==> src/rtl/mask_gen_pkg.sv <==
package mask_gen_pkg;

    typedef logic [1:0] base_code_t;

    localparam base_code_t BASE_A = 2'b00;
    localparam base_code_t BASE_C = 2'b01;
    localparam base_code_t BASE_G = 2'b10;
    localparam base_code_t BASE_T = 2'b11;

    // Signed displacement of lane j: 0, +1..+emax, then -1..-emax
    function automatic int lane_shift(input int j, input int emax);
        if (j == 0)
            return 0;
        else if (j <= emax)
            return j;
        else
            return -(j - emax);
    endfunction

endpackage

==> src/rtl/base_cmp.sv <==
module base_cmp (
    input  logic [1:0] read_base,
    input  logic [1:0] ref_base,
    output logic       mismatch
);
    logic [1:0] diff;

    always_comb begin
        diff     = read_base ^ ref_base;
        mismatch = diff[1] | diff[0];
    end
endmodule

==> src/rtl/mask_lane.sv <==
module mask_lane #(
    parameter int READ_LEN = 100,
    parameter int SHIFT    = 0
) (
    input  logic [2*READ_LEN-1:0] read_seq,
    input  logic [2*READ_LEN-1:0] ref_seq,
    output logic [READ_LEN-1:0]   lane_mask
);
    for (genvar p = 0; p < READ_LEN; p++) begin : g_pos
        localparam int SRC = p - SHIFT;
        if (SRC >= 0 && SRC < READ_LEN) begin : g_cmp
            base_cmp u_cmp (
                .read_base (read_seq[2*SRC +: 2]),
                .ref_base  (ref_seq[2*p +: 2]),
                .mismatch  (lane_mask[p])
            );
        end else begin : g_fill
            // no read base covers this position
            assign lane_mask[p] = 1'b1;
        end
    end
endmodule

==> src/rtl/shift_mask_gen.sv <==
module shift_mask_gen
    import mask_gen_pkg::*;
#(
    parameter int READ_LEN = 100,
    parameter int EMAX     = 5,
    parameter bit REG_OUT  = 1'b1
) (
    input  logic                                clk,
    input  logic                                rst_n,
    input  logic [2*READ_LEN-1:0]               read_seq,
    input  logic [2*READ_LEN-1:0]               ref_seq,
    output logic [(2*EMAX+1)*READ_LEN-1:0]      mask_bus
);
    localparam int NUM_LANES = 2 * EMAX + 1;
    localparam int BUS_W     = NUM_LANES * READ_LEN;

    logic [BUS_W-1:0] lane_bus;

    for (genvar j = 0; j < NUM_LANES; j++) begin : g_lane
        mask_lane #(
            .READ_LEN (READ_LEN),
            .SHIFT    (lane_shift(j, EMAX))
        ) u_lane (
            .read_seq  (read_seq),
            .ref_seq   (ref_seq),
            .lane_mask (lane_bus[j*READ_LEN +: READ_LEN])
        );
    end

    if (REG_OUT) begin : g_reg
        typedef struct packed {
            logic [BUS_W-1:0] masks;
        } out_state_t;

        out_state_t state_d, state_q;

        always_comb begin
            state_d       = state_q;
            state_d.masks = lane_bus;
        end

        always_ff @(posedge clk or negedge rst_n) begin
            if (!rst_n)
                state_q.masks <= '1;
            else
                state_q <= state_d;
        end

        assign mask_bus = state_q.masks;
    end else begin : g_comb
        assign mask_bus = lane_bus;
    end
endmodule

==> config.mk <==
export PLATFORM = sky130hd
export DESIGN_NAME = shift_mask_gen
export DESIGN_NICKNAME = d
export VERILOG_FILES = /design/src/rtl/mask_gen_pkg.sv /design/src/rtl/base_cmp.sv /design/src/rtl/mask_lane.sv /design/src/rtl/shift_mask_gen.sv
export SDC_FILE = /design/constraint.sdc
export NUM_CORES = 2
export LEC_CHECK = 0
export BUFFER_PORTS_ARGS = -buffer_cell sky130_fd_sc_hd__buf_4
export CORE_AREA = 2 2 579 581
export CTS_BUF_LIST = sky130_fd_sc_hd__clkbuf_16
export CTS_CLUSTER_SIZE = 25
export DETAILED_ROUTE_END_ITERATION = 12
export DIE_AREA = 0 0 581 583
export SLEW_MARGIN = 40
export SYNTH_ARGS = -nofsm -noshare
export SYNTH_HDL_FRONTEND = slang
export SYNTH_SLANG_ARGS = --single-unit
==> constraint.sdc <==
create_clock -name clk -period 2.1 [get_ports clk]
set_clock_uncertainty 0.2 [all_clocks]
set_input_delay 0.21 -clock clk [delete_from_list [all_inputs] [get_ports clk]]
set_output_delay 0.21 -clock clk [all_outputs]
set_load 0.03 [all_outputs]
### After elaboration in Yosys (flattened, before gate mapping)

Index checks and enable logic that the tools add are counted.
W data, S select, Z words.

* bitwise operators: 2140

Operator list (number)
* $xor A2 B2 Y2: 1070
* $or A1 B1 Y1: 1070

* register bits after elaboration: 1070
* input port bits: 402
* output and inout port bits: 1100
* word-level logic and storage cells: 2141

### Longest topological paths before layout

* depth after elaboration: 2
* gate-level depth with buffers: 3
* depth with buffers taken out: 2

### By module

Synthesis repeated with hierarchy kept, for this count alone.

* cell total of the unflattened synthesis: 4350
* area, all modules: 51924.8 um2

Modules (own cells, without submodules)
* shift_mask_gen: instances 1, cells an instance 1100, area an instance 28902.7 um2, sequential area each 28902.7 um2
* base_cmp: instances 1070, cells an instance 3, area an instance 21.3 um2, sequential area each 0.0 um2
* mask_lane at g_lane[10].u_lane ...: instances 2, cells an instance 6, area an instance 41.3 um2, sequential area each 0.0 um2
* mask_lane at g_lane[4].u_lane ...: instances 2, cells an instance 5, area an instance 33.8 um2, sequential area each 0.0 um2
* mask_lane at g_lane[3].u_lane ...: instances 2, cells an instance 4, area an instance 26.3 um2, sequential area each 0.0 um2
* mask_lane at g_lane[2].u_lane ...: instances 2, cells an instance 3, area an instance 18.8 um2, sequential area each 0.0 um2
* mask_lane at g_lane[1].u_lane ...: instances 2, cells an instance 2, area an instance 11.3 um2, sequential area each 0.0 um2

### Least setup slack after synthesis

No wires, ideal clock.

* kind: register -> output
* start: register g_reg.state_q, in the netlist mask_bus[0]
* end: output mask_bus[0]
* arrival time: 0.588 ns
* data required time: 1.690 ns
* slack: 1.102 ns
* stages on the path, launching flop included: 1
* buffers on the path: 0
* path through: dfstp_2

RTL lines
* start: declaration: RTL line shift_mask_gen.sv:35 `out_state_t state_d, state_q;`
* start signal: assignment: RTL line shift_mask_gen.sv:46 `state_q <= state_d;`
* end: declaration: RTL line shift_mask_gen.sv:12 `output logic [(2*EMAX+1)*READ_LEN-1:0] mask_bus`

No word-level cell between the ends.

### Worst setup path in the final report

* start: input read_seq[80]
* end: register g_reg.state_q, in the netlist mask_bus[1035]

* longest elaborated chain between the ends: 2

RTL lines
* start: declaration: RTL line shift_mask_gen.sv:10 `input logic [2*READ_LEN-1:0] read_seq,`
* $xor A2 B2 Y2: RTL line base_cmp.sv:9 `diff = read_base ^ ref_base;`
* $or A1 B1 Y1: RTL line base_cmp.sv:10 `mismatch = diff[1] | diff[0];`
* via g_lane[10].u_lane.g_pos[35].g_cmp.u_cmp.mismatch: RTL line base_cmp.sv:4 `output logic mismatch`

The timed path passes the listed nets, and every way through them passes these cells.

==> results.json <==
{
  "synthDistinctLibCells": 7,
  "power.density_nw_per_um2": 848,
  "clockBufferDepth": 4,
  "synth.yosys.seq_area_share_pct": 50.7,
  "setup_viol": 6,
  "wl_microns": 290000,
  "drc_errors": 0,
  "io_pins": 1502,
  "syn_to_final_growth_pct": 44.8,
  "grt_max_degree": 71,
  "synth.avg_cell_area_sq_um": 11.8,
  "worstPathArrival_ns": 2.73,
  "finalCriticalPeriod_ns": 2.19,
  "violations": "negative setup slack",
  "post_drt_wl_per_cell_microns": 25.8,
  "die_height_microns": 583,
  "crit_fanout": 11,
  "final_common_cell": "xnor2_1",
  "drive_gt1_share_pct": 40.6,
  "vias": 41900,
  "largest_register_ffs": 1070,
  "rsz0062_at_grt": "true",
  "start_util_pct": 16.7,
  "maxSlewHeadroom_pct": 62.6,
  "yosys_warnings": 0,
  "die_area_sq_um": 339000,
  "min_period_over_period_pct": 104,
  "multi_input_area_sq_um": 22900,
  "status": "finished, violations left",
  "drt_iter0_markers": 2771,
  "final_area_sq_um": 80300,
  "ys_seq_elements": 1070,
  "die_x_microns": 581,
  "cts_buffers": 137,
  "synth_top_area_cell": "dfstp_2",
  "fill_cells": 35200,
  "cts_root_buf": "clkbuf_16",
  "overflow": 0,
  "final_max_slew_viol_count": 0,
  "dp.final_hpwl_microns": 223000,
  "detail-route-antenna-nets": 0,
  "final_cell_mix": "xnor2_1, buf_4, nand2_1, dfstp_2, dlygate4sd3_1",
  "vdd_drop_max_mv": 0.648,
  "grt_pass1_vias": 43100,
  "fmax_mhz": 457,
  "final_util_pct": 24.2,
  "worst_pin_slew_ns": 0.561,
  "gp_congestion": 0.914,
  "detail_route.vias_per_cell": 3.72,
  "io_buffer_count": 1471,
  "row_count": 212,
  "antenna_found_initial": 53,
  "maxCapViolCount": 0,
  "register_area_sq_um": 28100,
  "grt_pass1_wl_microns": 387000,
  "firstDrtPassIters": 5,
  "netlist_instances": 4711,
  "clk_pin_slew_ns": 0.08,
  "whs_ns": 0.0702,
  "clkSinkCount": 1070,
  "htreeDepth": 4,
  "hold_violations": 0,
  "netlist_top_cells_area": "dfstp_2, xnor2_1, buf_6, nand2_1, buf_4",
  "synth_top_area_share_pct": 50.7,
  "p_leak_nw": 30.3,
  "layout.nets": 7155,
  "fp.coreArea_sq_um": 332000,
  "timing.critical_path.from_type": "input port",
  "track_usage_pct": 16.6,
  "cts_tree": "yes",
  "worstSetupPathType": "in2reg",
  "min_path_type": "in2async",
  "syn_area_sq_um": 55500,
  "place_area_sq_um": 68200,
  "fin_ws_ns": -0.0866,
  "cp-end-kind": "flip-flop",
  "cp.required_ns": 2.64
}
final cells by class:
class	instances	area share, %
timing repair buffer	2304	24.4
clock buffer	138	4.30
tap	4387	6.83
antenna	18	0.0561
multi-input combinational	3240	28.5
clock inverter	96	0.919
sequential	1070	35.0
cells in the mapped netlist:
| master | n |
|---|---|
| buf_4 | 58 |
| xnor2_1 | 2140 |
| buf_6 | 367 |
| buf_2 | 5 |
| dfstp_2 | 1070 |
| nand2_1 | 1070 |
| conb_1 | 1 |
critical path: stages:
cell	delay [ns]
dlygate4sd3_1	0.71
buf_4	0.47
xnor2_1	0.16
dlygate4sd3_1	0.56
nand2_1	0.04
dlygate4sd3_1	0.55
power by group:
part	internal, mW	leakage (nW)	switching, mW	total [mW]
registers	24.3	11.3	1.06	25.3
clock network	12.9	2.18	10.2	23.1
logic	7.64	16.8	12.1	19.7
stage by stage:
stage	std cells	total power, mW	worst slack, ns	TNS [ns]
final	11300	68.1	-0.0866	-0.309
after global routing	11200	70.7	-0.176	-0.985
after floorplan	4740	36.3	1.10	0
after detailed placement	10200	43.5	0.625	0
after global placement	10200	43.4	0.630	0
after CTS	11200	68.9	-0.186	-1.49
worst max-delay path by stage:
stage,slack [ns],startpoint,end
2_1_floorplan,1.10,mask_bus[0]$_DFF_PN1_,mask_bus[0]
5_1_grt,-0.18,mask_bus[91]$_DFF_PN1_,mask_bus[91]
4_1_cts,-0.19,mask_bus[90]$_DFF_PN1_,mask_bus[90]
3_3_place_gp,0.63,mask_bus[90]$_DFF_PN1_,mask_bus[90]
3_5_place_dp,0.63,mask_bus[90]$_DFF_PN1_,mask_bus[90]
6_report,-0.09,read_seq[80],mask_bus[1035]$_DFF_PN1_
logic make-up after synthesis:
family | synth area share (%)
DFF | 50.7
other | 0.00676
buffers and inverters | 8.28
and+or+nand+nor | 7.24
xor gates and xnor gates | 33.8
layer usage:
layer	part of all wire, %	vias up	wire [microns]	global-route usage, %
met3	8.7	569	25200	5.17
met2	47	2190	135000	27.3
li1	-	18000	-	-
met1	40	21200	116000	19.9
met5	0.060	-	173	0
met4	4.7	28	13600	6.99
repair_timing:
item | 4_1_cts | 5_1_grt
endpoints found under the setup margin | 30 | 15
resized for setup | 39 | 1
hold buffers | 777 | 0
setup buffers | 0 | 0
endpoints found under the hold margin | 2054 | 0
Power figures use the tool's default switching activity.
